[src/rtl/dt_pkg.sv]
package dt_pkg;
    parameter int NUM_CH  = 8;
    parameter int NUM_PIN = 4;
    localparam int MAP_PIN = NUM_PIN - 1;
    localparam logic [NUM_CH-1:0] MAP_RESET = NUM_CH'(1) << MAP_PIN;

    typedef enum logic [1:0] {
        SEL_ON   = 2'd0,
        SEL_MODE = 2'd1,
        SEL_MAP  = 2'd2,
        SEL_SLEW = 2'd3
    } cfg_sel_e;

    typedef struct packed {
        logic [NUM_CH-1:0] on;
        logic [NUM_CH-1:0] and_mode;
        logic [NUM_CH-1:0] map;
        logic [NUM_CH-1:0] fast;
    } cfg_t;
endpackage

[src/rtl/dt_cfg_regs.sv]
module dt_cfg_regs
    import dt_pkg::*;
(
    input  logic              clk,
    input  logic              rst_n,
    input  logic              we,
    input  logic [1:0]        sel,
    input  logic [NUM_CH-1:0] wdata,
    output cfg_t              cfg
);
    cfg_t cfg_d, cfg_q;

    always_comb begin
        cfg_d = cfg_q;
        if (we) begin
            case (cfg_sel_e'(sel))
                SEL_ON:   cfg_d.on       = wdata;
                SEL_MODE: cfg_d.and_mode = wdata;
                SEL_MAP:  if (wdata != '0) cfg_d.map = wdata;
                SEL_SLEW: cfg_d.fast     = wdata;
                default:  cfg_d = cfg_q;
            endcase
        end
    end

    always_ff @(posedge clk or negedge rst_n) begin
        if (!rst_n) begin
            cfg_q.on       <= '0;
            cfg_q.and_mode <= '0;
            cfg_q.map      <= MAP_RESET;
            cfg_q.fast     <= '0;
        end else begin
            cfg_q <= cfg_d;
        end
    end

    assign cfg = cfg_q;


    map_nonzero_chk: assert property (@(posedge clk) disable iff (!rst_n)
        cfg_q.map != '0);


    map_zero_ignored_chk: assert property (@(posedge clk) disable iff (!rst_n)
        (we && sel == 2'd2 && wdata == '0) |=> $stable(cfg_q.map));


    slew_load_chk: assert property (@(posedge clk) disable iff (!rst_n)
        (we && sel == 2'd3) |=> (cfg_q.fast == $past(wdata)));
endmodule

[src/rtl/dt_pin_cond.sv]
module dt_pin_cond
    import dt_pkg::*;
(
    input  logic               pol_hi,
    input  logic [NUM_PIN-1:0] pin,
    input  logic [NUM_PIN-1:0] valid,
    output logic [NUM_PIN-1:0] act
);
    for (genvar p = 0; p < NUM_PIN; p++) begin : g_pin
        always_comb begin
            act[p] = valid[p] & (pol_hi ? pin[p] : ~pin[p]);
        end
    end
endmodule

[src/rtl/dt_chan_mix.sv]
module dt_chan_mix
    import dt_pkg::*;
(
    input  cfg_t               cfg,
    input  logic [NUM_PIN-1:0] act,
    output logic [NUM_CH-1:0]  cmd
);
    for (genvar c = 0; c < NUM_CH; c++) begin : g_ch
        logic own_term;
        logic has_term;
        logic par_term;

        if (c < MAP_PIN) begin : g_fixed
            assign own_term = act[c];
            assign has_term = 1'b1;
        end else begin : g_free
            assign own_term = 1'b0;
            assign has_term = cfg.map[c];
        end

        always_comb begin
            par_term = own_term | (cfg.map[c] & act[MAP_PIN]);
            if (cfg.and_mode[c]) begin
                cmd[c] = cfg.on[c] & (has_term ? par_term : 1'b1);
            end else begin
                cmd[c] = cfg.on[c] | par_term;
            end
        end
    end
endmodule

[src/rtl/dt_drive_sel.sv]
module dt_drive_sel
    import dt_pkg::*;
(
    input  logic               clk,
    input  logic               rst_n,
    input  logic               pol_hi,
    input  logic [NUM_PIN-1:0] par_pin,
    input  logic [NUM_PIN-1:0] par_valid,
    input  logic               cfg_we,
    input  logic [1:0]         cfg_sel,
    input  logic [NUM_CH-1:0]  cfg_wdata,
    output logic [NUM_CH-1:0]  drive_req,
    output logic [NUM_CH-1:0]  slew_fast
);
    cfg_t               cfg;
    logic [NUM_PIN-1:0] act;
    logic [NUM_CH-1:0]  cmd;
    logic [NUM_CH-1:0]  drive_d, drive_q;

    dt_cfg_regs u_regs (
        .clk   (clk),
        .rst_n (rst_n),
        .we    (cfg_we),
        .sel   (cfg_sel),
        .wdata (cfg_wdata),
        .cfg   (cfg)
    );

    dt_pin_cond u_pins (
        .pol_hi (pol_hi),
        .pin    (par_pin),
        .valid  (par_valid),
        .act    (act)
    );

    dt_chan_mix u_mix (
        .cfg (cfg),
        .act (act),
        .cmd (cmd)
    );

    always_comb begin
        drive_d = cmd;
    end

    always_ff @(posedge clk or negedge rst_n) begin
        if (!rst_n) drive_q <= '0;
        else        drive_q <= drive_d;
    end

    assign drive_req = drive_q;
    assign slew_fast = cfg.fast;


    and_serial_off_chk: assert property (@(posedge clk) disable iff (!rst_n)
        (cfg.on == '0 && cfg.and_mode == '1) |=> (drive_q == '0));


    or_serial_on_chk: assert property (@(posedge clk) disable iff (!rst_n)
        (cfg.on == '1 && cfg.and_mode == '0) |=> (drive_q == '1));


    floating_off_chk: assert property (@(posedge clk) disable iff (!rst_n)
        (par_valid == '0 && cfg.on == '0) |=> (drive_q == '0));
endmodule

[config.mk]
export PLATFORM = sky130hd
export DESIGN_NAME = dt_drive_sel
export DESIGN_NICKNAME = d
export VERILOG_FILES = /design/src/rtl/dt_pkg.sv /design/src/rtl/dt_cfg_regs.sv /design/src/rtl/dt_pin_cond.sv /design/src/rtl/dt_chan_mix.sv /design/src/rtl/dt_drive_sel.sv
export SDC_FILE = /design/constraint.sdc
export NUM_CORES = 1
export LEC_CHECK = 0
export CAP_MARGIN = 15
export CORE_MARGIN = 4
export CORE_UTILIZATION = 49
export CTS_CLUSTER_SIZE = 10
export DETAILED_ROUTE_END_ITERATION = 8
export HOLD_SLACK_MARGIN = 0.08
export PLACE_DENSITY = 0.78
export SLEW_MARGIN = 20
export SYNTH_ARGS = -nofsm -noshare
export SYNTH_HDL_FRONTEND = slang
export SYNTH_SLANG_ARGS = --single-unit
[constraint.sdc]
create_clock -name clk -period 0.9 [get_ports clk]
set_input_delay 0.18 -clock clk [delete_from_list [all_inputs] [get_ports clk]]
set_output_delay 0.18 -clock clk [all_outputs]
set_load 0.01 [all_outputs]
==> summary.md <==
| Metric | Value |
|---|---|
| Status | `finished with violations` |
| Failing checks | `negative setup slack` |
| Clk Latency, worst-skew pair | `approximately 370 ps` |
| Chip Width | `67.6 um` |
| CTS max path bufs | `2` |
| Synthesized area | `between 1500 and 2000 um2` |
| Final core utilization | `0.717` |
| Post-Synth Simple-Gate Area | `0.0912` |
| # clock sinks | `40` |
| Post-synth top area share | `0.560` |
| Routed WL | `4110 um` |
| Vias in the first global route | `1,364` |
| Total CTS buffers | `5` |
| Xor/xnor share of the synthesized area | `0.0201` |
| Die ar. | `approximately 4600 um2` |
| CP endpoint kind | `output port` |
| Iter 0 DRT Violations | `64` |
| CP Class | `register to output port` |
| Hold Slack | `135 ps` |
| Clk pin slew, worst setup/hold paths | `roughly 130 ps` |
| Root Buffer | `clkbuf_4` |
| Max_slew headroom | `0.804` |
| Met1 usage | `0.273` |
| Slowest CP cell | `dfrtp_1` |
| CORE AREA | `about 3400 um2` |
| Final Max Slew Viols | `0` |
| H-tree levels | `2` |
| Largest family of logic cells by synthesized area | `multiplexers` |
| Final Hold Viols | `0` |
| HPWL after detailed placement | `2790 um` |
| Mapped Cells | `129` |
| WL/cell | `17.4 um` |
| Class of the worst hold path | `input pin to register` |
| Worst Setup Start Kind | `register` |
| Peak supply drop | `1440 uV` |
| Sequential area share after synthesis | `0.575` |
| GRT Total Usage | `0.215` |
| Antenna diode count | `0` |
| Final Wtd Congestion | `0.798` |
| Portion of netlist area occupied by mux cells | `0.155` |
| IO Pins | `38` |
| Leak Pwr | `1.14 nW` |
| Unrepaired setup endpoints after global routing | `yes` |
| Setup violations, final | `26` |
| CTS tree | `built` |
| Area share of fa/ha/maj cells after synthesis | `0` |
| Most common cell after layout, fill and taps aside | `dfrtp_1` |
| First-pass GRT wire length | `6820 um` |
| Syn_nets | `151` |
| Worst path cell trace | `buf_2` |
| Clock Skew | `9.18 ps` |
| Starting Density | `0.514` |
| Buffers on Ports | `37` |
| Fmax | `0.902 GHz` |
| Power density over cell area | `2200 nW/um2` |
| Synthesis-to-finish area growth | `39.3%` |
| Number of nets in the layout | `about 210` |
| GR met2 Demand/Resource | `0.333` |
| Layout cell share with drive strength beyond 1 | `0.526` |
| Rows | `21` |
| Largest net degree at the start of global routing | `27` |
| Post-route DRC | `0` |
| GR Util met3 | `0.0649` |
| Via count | `1,225` |
| CP max stage delay | `410 ps` |
| Gr ovfl total | `0` |
| Crit path arrival time | `930 ps` |
| Synth Register Bits | `40` |
| Vias per inst | `5.19` |
| Yosys warns | `0` |
| Worst path top cell family by delay | `flip-flops` |
| Fin crit share | `1.23` |
| Top post-synthesis cells by area | `dfrtp_1, mux2_2, a22o_1` |
| Least-Margin Pin Slew | `293 ps` |
| WP data required | `between 700 and 800 ps` |
| Complex-gate fraction of the synthesized area | `0.117` |
| Drt pass-1 iters | `4` |
| Total Power | `5.34 mW` |
| Antenna violations before repair | `0` |
| Vert. Die Dim | `~68 um` |
| Max Cap Violations | `0` |
| Post-route minimum period | `1110 ps` |
| Gr busiest metal | `met2` |
| Synth area leader | `dfrtp_1` |
| Commonest cells after routing, fill and taps aside | `dfrtp_1, buf_4, buf_2` |
| Distinct cells, synth | `20` |
| Final worst slack | `-209 ps` |
| Final antenna-violating net count | `0` |
| Crit-path max FO | `2` |
| Crit path buf inv count | `1` |
| Syn Area/Cell | `13.5 um2` |
-- area by class of cell --
class | instances | area (um2)
clock inverters | 3 | 90.1
multi-input cells | 78 | 747
clock buffers | 5 | 37.5
flip-flops and latches | 40 | 1000
fillers | 235 | 961
repair buffers | 64 | 494
well taps | 46 | 57.6
-- routing by layer --
metal / part of all wire / vias up
met3: 0.053 / 8
met1: 0.43 / 604
met4: 0.022 / 0
li1: - / 574
met2: 0.49 / 39
met5: 0 / -
-- registers in the layout, summed over array words and instances, names as in the netlist --
name        count
u_regs.cfg     32
drive_req       8
-- synthesized netlist by cell type (all sizes together) --
| cell | n |
|---|---|
| and3b | 1 |
| nand3b | 1 |
| dfrtp | 39 |
| or4 | 2 |
| nor2b | 11 |
| a21oi | 6 |
| a21bo | 5 |
| a22o | 8 |
| nand3 | 4 |
| o211ai | 5 |
| mux2 | 24 |
| nor3b | 1 |
| dfstp | 1 |
| buf | 10 |
| xnor2 | 4 |
| nand2 | 5 |
| o21ai | 1 |
| clkbuf | 1 |
-- report_power, final --
group | internal, mW | switching (mW)
logic | 0.714 | 0.478
clock network | 1.14 | 0.647
registers | 2.15 | 0.210
-- stage by stage --
stage | std cells | setup slack [ps] | TNS, ps | instance area [um2]
floorplan | 129 | -241 | -3580 | 1800
CTS | 236 | -219 | -3410 | 2400
global route | 236 | -246 | -4420 | 2430
finish | 236 | -209 | -3240 | 2430
detailed placement | 225 | -775 | -26090 | 2340
global placement | 225 | -734 | -25020 | 2340
-- cells by family after synthesis --
logic type,Yosys count
AND/OR/NAND/NOR,25
buffers and inverters,11
flip-flops,40
multiplexers,24
AO/OA/AOI/OAI,25
XOR/XNOR,4
-- repair_timing --
| item | CTS | global route |
|---|---|---|
| pin swaps | 9 | 9 |
| hold buffers | 1 | 0 |
| gates resized for setup | 104 | 13 |
| endpoints found under the hold margin | 40 | 0 |
| buffers inserted | 2 | 0 |
| endpoints found under the setup margin | 56 | 37 |
-- final timing paths --
check	start	slack [ps]	cells past startpoint	end
setup / recovery	u_regs.cfg[3]	-210	1	slew_fast[3]
hold / removal	cfg_wdata[5]	130	3	u_regs.cfg[13]
setup reg to reg	u_regs.cfg[11]	-60	3	drive_req[3]
hold reg to reg	u_regs.cfg[8]	520	1	u_regs.cfg[8]
max in group asynchronous	rst_n	350	3	u_regs.cfg[11]
min in group asynchronous	rst_n	280	3	u_regs.cfg[27]
No activity file was read; power rests on OpenSTA's default activity.
